**src/rtl/ftd_pkg.sv**
```systemverilog
package ftd_pkg;

    typedef enum logic {
        MAP_SEQ = 1'b0,
        MAP_ILV = 1'b1
    } map_mode_e;

    function automatic int full_scale(input int word_w);
        return (1 << word_w) - 1;
    endfunction

endpackage

```
**src/rtl/ftd_seq_map.sv**
```systemverilog
module ftd_seq_map #(
    parameter int N_STAGES = 2,
    parameter int WORD_W   = 4,
    parameter int CODE_W   = 6
) (
    input  logic [CODE_W-1:0]          code_in,
    output logic [N_STAGES*WORD_W-1:0] words_out
);
    import ftd_pkg::*;

    localparam int STEP = full_scale(WORD_W);

    for (genvar g = 0; g < N_STAGES; g++) begin : g_stage
        always_comb begin
            int rem;
            rem = int'(code_in) - g * STEP;
            if (rem < 0)
                words_out[g*WORD_W +: WORD_W] = '0;
            else if (rem > STEP)
                words_out[g*WORD_W +: WORD_W] = WORD_W'(STEP);
            else
                words_out[g*WORD_W +: WORD_W] = WORD_W'(rem);
        end

        if (g > 0) begin : g_order
            always_comb begin
                if (words_out[g*WORD_W +: WORD_W] != '0)
                    AST_SEQ_FILL_ORDER: assert (words_out[(g-1)*WORD_W +: WORD_W] == WORD_W'(STEP));
            end
        end
    end

endmodule

```
**src/rtl/ftd_ilv_map.sv**
```systemverilog
module ftd_ilv_map #(
    parameter int N_STAGES = 2,
    parameter int WORD_W   = 4,
    parameter int CODE_W   = 6
) (
    input  logic [CODE_W-1:0]          code_in,
    output logic [N_STAGES*WORD_W-1:0] words_out
);

    for (genvar g = 0; g < N_STAGES; g++) begin : g_stage
        always_comb begin
            words_out[g*WORD_W +: WORD_W] =
                WORD_W'((int'(code_in) + N_STAGES - 1 - g) / N_STAGES);
        end

        if (g > 0) begin : g_balance
            always_comb begin
                AST_ILV_BALANCED: assert (
                    (words_out[(g-1)*WORD_W +: WORD_W] >= words_out[g*WORD_W +: WORD_W]) &&
                    (words_out[(g-1)*WORD_W +: WORD_W] - words_out[g*WORD_W +: WORD_W] <= WORD_W'(1)));
            end
        end
    end

endmodule

```
**src/rtl/ftd_code_distributor.sv**
```systemverilog
module ftd_code_distributor #(
    parameter int N_STAGES = 2,
    parameter int WORD_W   = 4,
    parameter int CODE_W   = 6
) (
    input  logic                       clk,
    input  logic                       rst,
    input  logic                       ilv_mode,
    input  logic                       code_vld,
    input  logic [CODE_W-1:0]          code,
    output logic [N_STAGES*WORD_W-1:0] stage_words,
    output logic                       out_of_range
);
    import ftd_pkg::*;

    localparam int STEP     = full_scale(WORD_W);
    localparam int MAX_CODE = N_STAGES * STEP;
    localparam int BUS_W    = N_STAGES * WORD_W;
    localparam int SUM_W    = CODE_W + 1;

    typedef struct packed {
        logic [BUS_W-1:0] words;
        logic             oor;
    } dist_state_t;

    dist_state_t st_d, st_q;

    logic              code_oor;
    logic [CODE_W-1:0] code_clamped;
    logic [BUS_W-1:0]  seq_words, ilv_words;
    map_mode_e         mode_sel;

    assign code_oor     = int'(code) > MAX_CODE;
    assign code_clamped = code_oor ? CODE_W'(MAX_CODE) : code;
    assign mode_sel     = map_mode_e'(ilv_mode);

    ftd_seq_map #(.N_STAGES(N_STAGES), .WORD_W(WORD_W), .CODE_W(CODE_W)) i_seq_map (
        .code_in   (code_clamped),
        .words_out (seq_words)
    );

    ftd_ilv_map #(.N_STAGES(N_STAGES), .WORD_W(WORD_W), .CODE_W(CODE_W)) i_ilv_map (
        .code_in   (code_clamped),
        .words_out (ilv_words)
    );

    always_comb begin
        st_d = st_q;
        if (code_vld) begin
            st_d.oor   = code_oor;
            st_d.words = (mode_sel == MAP_ILV) ? ilv_words : seq_words;
        end
    end

    always_ff @(posedge clk) begin
        if (rst) st_q <= '0;
        else     st_q <= st_d;
    end

    assign stage_words  = st_q.words;
    assign out_of_range = st_q.oor;

    logic [SUM_W-1:0] word_sum;
    always_comb begin
        word_sum = '0;
        for (int i = 0; i < N_STAGES; i++)
            word_sum = word_sum + SUM_W'(stage_words[i*WORD_W +: WORD_W]);
    end

    AST_RESET_CLEARS: assert property (@(posedge clk)
        rst |=> (stage_words == '0) && !out_of_range);

    AST_SUM_EQUALS_CODE: assert property (@(posedge clk) disable iff (rst)
        code_vld |=> int'(word_sum) ==
            ((int'($past(code)) > MAX_CODE) ? MAX_CODE : int'($past(code))));

    AST_OOR_TRACKS_CODE: assert property (@(posedge clk) disable iff (rst)
        code_vld |=> out_of_range == (int'($past(code)) > MAX_CODE));

    AST_OOR_FULL_LOAD: assert property (@(posedge clk) disable iff (rst)
        out_of_range |-> (stage_words == {BUS_W{1'b1}}));

    AST_HOLD_WHEN_IDLE: assert property (@(posedge clk) disable iff (rst)
        !code_vld |=> $stable(stage_words) && $stable(out_of_range));

endmodule

```
**config.mk**
```make
export PLATFORM = sky130hd
export DESIGN_NAME = ftd_code_distributor
export DESIGN_NICKNAME = d
export VERILOG_FILES = /design/src/rtl/ftd_pkg.sv /design/src/rtl/ftd_seq_map.sv /design/src/rtl/ftd_ilv_map.sv /design/src/rtl/ftd_code_distributor.sv
export SDC_FILE = /design/constraint.sdc
export NUM_CORES = 1
export LEC_CHECK = 0
export BUFFER_PORTS_ARGS = -buffer_cell sky130_fd_sc_hd__clkbuf_2
export CAP_MARGIN = 5
export CELL_PAD_IN_SITES_DETAIL_PLACEMENT = 1
export CELL_PAD_IN_SITES_GLOBAL_PLACEMENT = 1
export CORE_ASPECT_RATIO = 0.7
export CORE_MARGIN = 2
export CORE_UTILIZATION = 38
export CTS_CLUSTER_DIAMETER = 80
export CTS_CLUSTER_SIZE = 14
export DETAILED_ROUTE_END_ITERATION = 10
export GPL_TIMING_DRIVEN = 0
export PLACE_DENSITY_LB_ADDON = 0.1
export SYNTH_ARGS = -nofsm -noshare
export SYNTH_HDL_FRONTEND = slang
export SYNTH_SLANG_ARGS = --single-unit
export TNS_END_PERCENT = 5
```
**constraint.sdc**
```tcl
create_clock -name clk -period 3.45 [get_ports clk]
set_input_delay 0.69 -clock clk [delete_from_list [all_inputs] [get_ports clk]]
set_output_delay 0.69 -clock clk [all_outputs]
set_load 0.05 [all_outputs]
```
==> out/metrics.cfg, run 1 <==
[synth]
synth_edf_count = 0
ys_seq_elements = 9
seq_area_frac_synth = 0.230
synthesis.area_um2 = 782
ys_types = 44
ys_warn_count = 0
netlist_instances = 92
syn_avg_cell_area_um2 = 8.50
async_flop_share = 0
ys.flop_type = dfxtp_1
syn_nets = 108

[worst_setup_path]
crit_required_ns = 3.59
crit_type = input pin to flip-flop
cp-start-kind = input pin
crit_slowest_cell = ha_1
slowest_delay_ns = 0.38
path_cells = clkbuf_2 -> nand4_1 -> nand3b_1 -> inv_1 -> ha_1 -> nor2b_1 -> ha_1 -> and3_1 -> ha_1 -> nand2b_1 -> o221a_4 -> a211oi_2 -> o32a_1 -> o41ai_2
path_max_fanout = 8
crit_arrival_ns = 3.32
crit_path_frequent_cell = ha_1
reg2reg_slack_ns = 2.51
end_kind = flip-flop
cpLargestDelayFamily = adder cells
path_buf_inv = 2

[global_routing]
grt_pass1_vias = 762
grt_overflow = 0
grt_max_degree = 11
grt_pass1_wl_um = 3440
grt.total_usage = 0.182
antenna_found_initial = 0

[timing]
setup_violations = 0
finalHoldViolations = 0
worst_pin_slew_ns = 0.475
skew_ns = 0
rsz0062_at_grt = false
setup_ws_ns = 0.269
setup-tns-final_ns = 0
period_minus_slack_ns = 3.18
max_freq_mhz = 314
maxSlewViolCount = 0
timing.final.crit_share = 0.922
relSlewSlack = 0.675

[route]
route.detailed.drc = 0
viasPerCell = 5.46
detail_route.wl_per_cell_um = 14.3
antenna_left = 0
postRouteWirelength_um = 1940
drt_iter0_drc = 27
first_pass_iters = 2
via_count = 737

[layout]
final_cell_mix = 17 x clkbuf_2, 11 x nor2_1, 9 x dfxtp_1, 6 x inv_1, 6 x ha_1
area_delta_synth_final_pct = 17.8
n_antenna_cell = 0
drive_gt1_frac = 0.319
layout.nets = 130
postLayoutCellArea_um2 = 921
final_common_cell = clkbuf_2

[die]
placementRows = 13
num_io_pins = 19
core_um2 = 1900
die_h_um = 42.0
die_w_um = 58.2
start_util = 0.411
die_area_um2 = 2440

[min_path]
hp-class = flip-flop to flip-flop

[clock_network]
root_buffer = clkbuf_4
tritoncts = done
cts_resized = 0
hold_buffers = 0
path_clk_slew_ns = 0.06
cts_buffers = 3
post_cts.repair.setup_buffers = 0
cts_sinks = 9
clock_latency_ns = 0.25
clock_path_buffers = 2
htreeDepth = 1

[place]
pre_cts_slack_ns = 0.0174
dpl_cell_area_um2 = 895
port_buffers = 17
gp_congestion = 0.772
hpwl_um = 1550

[power]
power_uw = 320
ir_worst_vdd_v = 0.000203
p_per_area_nw_per_um2 = 347
power.leakage_uw = 0.000423

[run]
cap_viol_max_count = 0

[run_status]
status = finished, final reports clean

## final timing paths
| path | cells past startpoint | start | end |
|---|---|---|---|
| setup reg to reg | 4 | stage_words[7]$_SDFFE_PP0P_ | stage_words[7]$_SDFFE_PP0P_ |
| hold / removal | 2 | stage_words[0]$_SDFFE_PP0P_ | stage_words[0]$_SDFFE_PP0P_ |
| setup / recovery | 14 | code[3] | stage_words[7]$_SDFFE_PP0P_ |
| hold reg to reg | 2 | stage_words[0]$_SDFFE_PP0P_ | stage_words[0]$_SDFFE_PP0P_ |
## sequential cells by signal (all words and copies together), names as in the netlist
register      flops
out_of_range      1
stage_words       8
## cell families (layout without fill, tap and decap cells)
group | Yosys count | count (layout) | share of synthesized area
xor gates and xnor gates | 2 | 2 | 0.0320
AOI/OAI and AO/OA | 26 | 26 | 0.280
muxes | 2 | 2 | 0.0320
adders and majority gates | 6 | 6 | 0.0960
DFF | 9 | 9 | 0.230
buffers and inverters | 12 | 33 | 0.0784
and+or+nand+nor | 35 | 35 | 0.251
## synth_stat cells (2+ instances only)
| master | number | area share |
|---|---|---|
| a211oi_1 | 3 | 0.029 |
| a21o_1 | 2 | 0.019 |
| a21oi_1 | 5 | 0.032 |
| a311oi_1 | 2 | 0.022 |
| and3_1 | 2 | 0.016 |
| buf_6 | 2 | 0.029 |
| dfxtp_1 | 9 | 0.23 |
| ha_1 | 6 | 0.096 |
| inv_1 | 6 | 0.029 |
| nand2_1 | 4 | 0.019 |
| nand2b_1 | 4 | 0.032 |
| nand3_1 | 2 | 0.013 |
| nand4_1 | 2 | 0.016 |
| nor2_1 | 11 | 0.053 |
| nor2b_1 | 2 | 0.016 |
| o21ai_1 | 2 | 0.013 |
## stage by stage
stage / utilization / hold slack (ns) / instances
final: 0.484 / 0.480 / 135
after global routing: 0.484 / 0.495 / 135
after CTS: 0.484 / 0.483 / 135
after detailed placement: 0.470 / 0.473 / 131
after global placement: 0.470 / 0.454 / 131
after floorplan: - / 0.685 / 92
## power breakdown
group / total [uW] / internal, uW / switching [uW]
registers: 118 / 113 / 4.53
clock network: 78.6 / 44.4 / 34.2
logic: 123 / 41.7 / 81.7
## tightest hold or removal path, stage by stage, from the launching register on
cell and delay, ns:
dfxtp_1 0.31, nand2_1 0.06, a21oi_1 0.06
## cell type report
class	count	area, um^2
multi-input cells	71	541
repair buffers	17	85.1
clock buffers	4	26.3
fillers	244	982
inverters	7	26.3
plain buffers	5	35.0
flip-flops and latches	9	180
well taps	22	27.5
## metal layers
layer  track usage  part of all wire  up-vias
met4        0.0140                 0        0
met5             0                 0        -
met2         0.300              0.46       13
met1         0.244              0.50      350
met3        0.0561             0.035        0
li1              -                 -      374
No activity file was read; power rests on OpenSTA's default activity.
==> inputs of run 2 (changes only) <==
- CORE_UTILIZATION: 38 -> 40
- SYNTH_HIERARCHICAL: not set -> 1
==> run 2 against run 1 <==
Register-to-register slack better by 0.25 ns. Hold slack better by 0.0068 ns. Core utilization up 12 points. Count of clock-buffer cells in the layout unchanged. Die area up 16%. Via count up 34%. Clock skew unchanged. Cell count up 33%. Synthesized area up 24%. Sequential share of layout area down 6.1 points. Non-clock buffer count up 12. Critical endpoint unchanged. Largest cell class unchanged.
==> out/metrics.cfg, run 2 <==
[die]
die_area_um2 = 2840  ; +16%
core_um2 = 2220  ; +17%
die_w_um = 62.9  ; +8.0%
placementRows = 14  ; +1
start_util = 0.436  ; +0.0255
die_h_um = 45.2  ; +7.8%
num_io_pins = 19  ; unchanged

[timing]
finalHoldViolations = 0  ; unchanged
period_minus_slack_ns = 3.39  ; +0.210 ns
maxSlewViolCount = 0  ; unchanged
timing.final.crit_share = 0.983  ; +0.0608
setup_ws_ns = 0.0594  ; -0.210 ns
skew_ns = 0  ; unchanged
max_freq_mhz = 295  ; -6.2%
rsz0062_at_grt = true
setup_violations = 0  ; unchanged

[clock_network]
tritoncts = done
hold_buffers = 0  ; unchanged
clock_latency_ns = 0.26  ; about the same
root_buffer = clkbuf_4
htreeDepth = 1  ; unchanged
path_clk_slew_ns = 0.06  ; about the same
cts_sinks = 9  ; unchanged
clock_path_buffers = 2  ; unchanged
cts_buffers = 3  ; unchanged

[synth]
ys_seq_elements = 9  ; unchanged
async_flop_share = 0  ; unchanged
ys_types = 44  ; unchanged
synth.most_common_cell = a211oi_1
netlist_instances = 116  ; +26%
yosysTopAreaCell = dfxtp_1
synth_top_area_share = 0.186  ; -0.0448
ys_warn_count = 6  ; +6
synthesis.area_um2 = 971  ; +24%
synth_common_cells = 11 x a211oi_1, 10 x nor2_1, 9 x dfxtp_1
seq_area_frac_synth = 0.186  ; -0.0448
synthTopCellsByArea = dfxtp_1 19%, a211oi_1 8.5%, mux2i_1 8.2%, ha_1 7.7%, buf_6 4.6%
syn_avg_cell_area_um2 = 8.37  ; -1.5%
ys.flop_type = dfxtp_1
synth_edf_count = 0  ; unchanged

[worst_setup_path]
crit_arrival_ns = 3.57  ; +0.25 ns
end_kind = flip-flop
reg2reg_slack_ns = 2.76  ; +0.25 ns
path_max_fanout = 3  ; -5
cp-start-kind = input pin
reg2regPathDepth = 2  ; -2
crit_required_ns = 3.63  ; +0.04 ns
crit_type = input pin to flip-flop

[layout]
layout.nets = 165  ; +27%
largest_reg_flops = 8  ; unchanged
drive_gt1_frac = 0.365  ; +0.0463
fillers = 269  ; +10%
final_common_cell = clkbuf_2
n_antenna_cell = 0  ; unchanged
final_cell_mix = 13 x clkbuf_2, 11 x a211oi_1, 10 x buf_4, 10 x nor2_1, 9 x dfxtp_1
area_delta_synth_final_pct = 37.4

[route]
route.detailed.drc = 0  ; unchanged
drt_iter0_drc = 33  ; +22%
antenna_left = 0  ; unchanged
detail_route.wl_per_cell_um = 15.7  ; +9.6%
via_count = 991  ; +34%
viasPerCell = 5.51  ; +0.85%
first_pass_iters = 4  ; +2
postRouteWirelength_um = 2830  ; +46%

[place]
pre_cts_slack_ns = -0.503  ; -0.520 ns
hpwl_um = 1920  ; +24%
port_buffers = 15  ; -2
gp_congestion = 0.795  ; +3.0%

[power]
power.leakage_uw = 0.000568  ; +34%
power_uw = 373  ; +17%
p_per_area_nw_per_um2 = 280  ; -19%
ir_worst_vdd_v = 0.000252  ; +24%

[global_routing]
grt_overflow = 0  ; unchanged
grt_pass1_vias = 929  ; +22%
grt_pass1_wl_um = 4550  ; +33%
grt_max_degree = 17  ; +6
grt.total_usage = 0.210  ; +0.0273
antenna_found_initial = 0  ; unchanged

[run_status]
status = finished, final reports clean

[min_path]
hold_depth = 2  ; unchanged
hp-class = flip-flop to flip-flop

[run]
cap_viol_max_count = 0  ; unchanged

-- run 2: cell types whose count changed after synthesis, sizes merged, moves of 4 or more --
cell / before / now
a211oi: 4 / 12
mux2i: 1 / 8
a21oi: 6 / 0
inv: 7 / 3
nor3: 1 / 5
or3: 0 / 4
xor2: 1 / 5
-- run 2: report_power, final --
group	leakage (uW)	switching [uW]	total [uW]	internal, uW
registers	0.0000752	4.49	118	113
clock network	0.0000150	37.1	81.7	44.6
logic	0.000477	105	174	69.1
total	0.000568	146	373	227
-- run 2: layout make-up --
type	count	area (um^2)	area share
multi-input combinational	98	832	0.624
inverter	3	11.3	0.00844
clock buffer	4	26.3	0.0197
buffer	9	68.8	0.0516
timing repair buffer	25	175	0.131
tap	32	40.0	0.0300
sequential	9	180	0.135
-- run 2: kinds of logic (layout without fill, tap and decap cells) --
| family | count (synthesis) | after routing | share of synthesized area |
|---|---|---|---|
| adders and majority gates | 6 | 6 | 0.0773 |
| DFF | 9 | 9 | 0.186 |
| muxes | 8 | 8 | 0.0825 |
| and+or+nand+nor | 44 | 44 | 0.271 |
| AOI/OAI and AO/OA | 27 | 27 | 0.217 |
| buffers and inverters | 12 | 41 | 0.0825 |
| other | 1 | 4 | 0.00386 |
| xor gates and xnor gates | 9 | 9 | 0.0812 |
-- run 2: worst paths after layout --
check	start	endpoint
worst min register to register	stage_words[5]$_SDFFE_PP0P_	stage_words[5]$_SDFFE_PP0P_
worst max register to register	stage_words[6]$_SDFFE_PP0P_	stage_words[6]$_SDFFE_PP0P_
worst max-delay path	code[4]	stage_words[7]$_SDFFE_PP0P_
worst min-delay path	stage_words[5]$_SDFFE_PP0P_	stage_words[5]$_SDFFE_PP0P_
-- run 2: metal layers --
layer,global-route usage,share of wire,vias up
li1,-,-,493
met1,0.283,0.50,471
met2,0.347,0.46,27
met3,0.0599,0.043,0
met4,0.0267,0,0
met5,0,0,-
-- run 2: timing repair --
item / in CTS / in global routing
gates resized for setup: 7 / 8
setup buffers: 7 / 3
pin swaps: 11 / 15
endpoints found under the setup margin: 1 / 1
-- run 2: worst max-delay path, cell delays in order --
cell      delay (ns)
buf_6           0.09
and3_4          0.17
a31oi_4         0.13
and2_4          0.21
ha_4            0.18
nand3_4         0.10
xnor2_4         0.20
nor4_2          0.07
ha_2            0.22
and3b_1         0.19
a22o_1          0.22
a211oi_2        0.22
xor2_1          0.18
a31oi_1         0.13
xnor2_1         0.22
mux2i_1         0.12
a211oi_1        0.23
-- run 2: stage by stage --
stage | hold slack (ns) | cell area (um^2) | TNS (ns) | utilization | instances
global route | 0.508 | 1330 | -0.0435 | 0.600 | 180
floorplan | 0.701 | 1010 | 0 | - | 119
detailed placement | 0.487 | 1120 | -0.503 | 0.504 | 166
finish | 0.487 | 1330 | 0 | 0.600 | 180
CTS | 0.495 | 1260 | 0 | 0.566 | 177
global placement | 0.477 | 1120 | -0.395 | 0.504 | 166
==> inputs of run 3 (changes only) <==
- CTS_BUF_LIST: not set -> sky130_fd_sc_hd__clkbuf_16
==> run 3 against run 2 <==
The run now ends with setup timing left. Maximum frequency is 2.4% lower. Sequential power hardly changed. Register-to-register slack worse by 0.12 ns. Final area is 2.8% higher. Core utilization is 1.7 points higher. Hold slack better by 0.0097 ns. Clock power is 140% higher. Worst setup slack worse by 0.085 ns. Critical endpoint unchanged.
==> out/metrics.cfg, run 3 (synthesis results as in run 2) <==
[run_status]
status = finished with violations
violations = setup timing

[timing]
setup_violations = 1  ; +1
maxSlewViolCount = 0  ; unchanged
max_freq_mhz = 288  ; -2.4%
skew_ns = 0  ; unchanged
setup_ws_ns = -0.0257  ; -0.0851 ns
period_minus_slack_ns = 3.48  ; +0.0851 ns
finalHoldViolations = 0  ; unchanged
rsz0062_at_grt = true
timing.final.crit_share = 1.01  ; +0.0247

[power]
ir_worst_vdd_v = 0.000236  ; -6.6%
power_uw = 494  ; +32%
power.leakage_uw = 0.000601  ; +5.9%
p_per_area_nw_per_um2 = 360  ; +29%

[die]
die_w_um = 62.9  ; unchanged
core_um2 = 2220  ; unchanged
die_h_um = 45.2  ; unchanged
die_area_um2 = 2840  ; unchanged
placementRows = 14  ; unchanged
start_util = 0.436  ; unchanged
num_io_pins = 19  ; unchanged

[layout]
postLayoutCellArea_um2 = 1370  ; +2.8%
finalNonFillerCells = 182  ; +1.1%
drive_gt1_frac = 0.367  ; +0.00180
area_delta_synth_final_pct = 41.2
n_antenna_cell = 0  ; unchanged
largest_reg_flops = 8  ; unchanged
final_cell_mix = 15 x clkbuf_2, 12 x buf_4, 11 x a211oi_1, 10 x nor2_1, 9 x dfxtp_1
layout.nets = 167  ; +1.2%
fillers = 264  ; -1.9%
final_common_cell = clkbuf_2

[place]
gp_congestion = 0.795  ; unchanged
dpl_cell_area_um2 = 1120  ; unchanged
dp_cells = 166  ; unchanged
hpwl_um = 1920  ; unchanged
port_buffers = 15  ; unchanged

[global_routing]
grt_pass1_wl_um = 4990  ; +9.5%
grt_max_degree = 17  ; unchanged
grt.total_usage = 0.234  ; +0.0243
grt_overflow = 0  ; unchanged
antenna_found_initial = 0  ; unchanged
grt_pass1_vias = 995  ; +7.1%

[clock_network]
root_buffer = clkbuf_16
htreeDepth = 1  ; unchanged
clock_latency_ns = 0.23  ; -0.03 ns
clock_path_buffers = 2  ; unchanged
cts_buffers = 3  ; unchanged
cts_sinks = 9  ; unchanged
tritoncts = done
path_clk_slew_ns = 0.04  ; -0.02 ns

[worst_setup_path]
crit_required_ns = 3.60  ; -0.03 ns
crit_type = input pin to flip-flop
end_kind = flip-flop
path_max_fanout = 3  ; unchanged
reg2reg_slack_ns = 2.64  ; -0.12 ns
crit_arrival_ns = 3.62  ; +0.05 ns
critPathLaunch = code[3]
rr_startpoint = stage_words[4]$_SDFFE_PP0P_
cp-start-kind = input pin

[route]
drt_iter0_drc = 55  ; +67%
via_count = 1028  ; +3.7%
antenna_left = 0  ; unchanged
route.detailed.drc = 0  ; unchanged
detail_route.wl_per_cell_um = 17.5  ; +11%
postRouteWirelength_um = 3190  ; +13%
first_pass_iters = 4  ; unchanged
viasPerCell = 5.65  ; +2.6%

[min_path]
hp-class = flip-flop to flip-flop
worstHoldStart = stage_words[0]$_SDFFE_PP0P_

[run]
cap_viol_max_count = 0  ; unchanged

run 3: changes by cell type in the layout (fill, tap and decap cells not counted), sizes merged:
cell / before / now
inv: 3 / 4
clkbuf: 19 / 20
run 3: per-stage QoR:
step	setup WS, ns	util	TNS (ns)	hold slack, ns
floorplan	0.0220	-	0	0.701
global placement	-0.395	0.504	-0.395	0.477
detailed placement	-0.503	0.504	-0.503	0.487
CTS	0.0132	0.593	0	0.492
global route	-0.145	0.616	-0.145	0.502
finish	-0.0257	0.616	-0.0257	0.497
run 3: where the power goes:
part / switching, uW / total, uW / internal, uW
clock: 48.9 / 200 / 151
combinational: 108 / 175 / 67.1
sequential: 5.16 / 119 / 114
run 3: area by class of cell:
type,count,area (um^2),share of cell area
plain buffers,9,68.8,0.0502
clock buffers,3,75.1,0.0547
clock inverters,1,3.75,0.00274
inverters,3,11.3,0.00821
multi-input cells,98,815,0.594
flip-flops and latches,9,180,0.131
well taps,32,40.0,0.0292
repair buffers,27,178,0.130
run 3: timing repair:
item                                    CTS  global route
hold buffers                              0             0
endpoints found under the hold margin     0             0
pin swaps                                14            11
resized for setup                         7             4
buffers inserted                          8             4
endpoints found under the setup margin    1             1
run 3: worst paths after layout:
kind                                                    end  depth (start not counted)
worst min-delay path            stage_words[0]$_SDFFE_PP0P_                          2
worst max register to register  stage_words[4]$_SDFFE_PP0P_                          2
worst min register to register  stage_words[0]$_SDFFE_PP0P_                          2
worst max-delay path            stage_words[7]$_SDFFE_PP0P_                         17
run 3: routing by layer:
metal / up-vias / track usage / wire length, um
li1: 499 / - / -
met1: 495 / 0.289 / 1480
met2: 34 / 0.436 / 1550
met3: 0 / 0.0623 / 155
met4: 0 / 0.0133 / 0
met5: - / 0 / 0
run 3: worst max-delay path, stage by stage:
cell      delay (ns)
clkbuf_2        0.08
and3_1          0.18
a31oi_2         0.15
and2_4          0.22
ha_4            0.18
nand3_4         0.08
xnor2_2         0.23
nor4_2          0.08
ha_2            0.21
and3b_1         0.18
a22o_1          0.23
a211oi_2        0.23
xor2_1          0.18
a31oi_1         0.12
xnor2_1         0.22
mux2i_1         0.13
a211oi_1        0.23
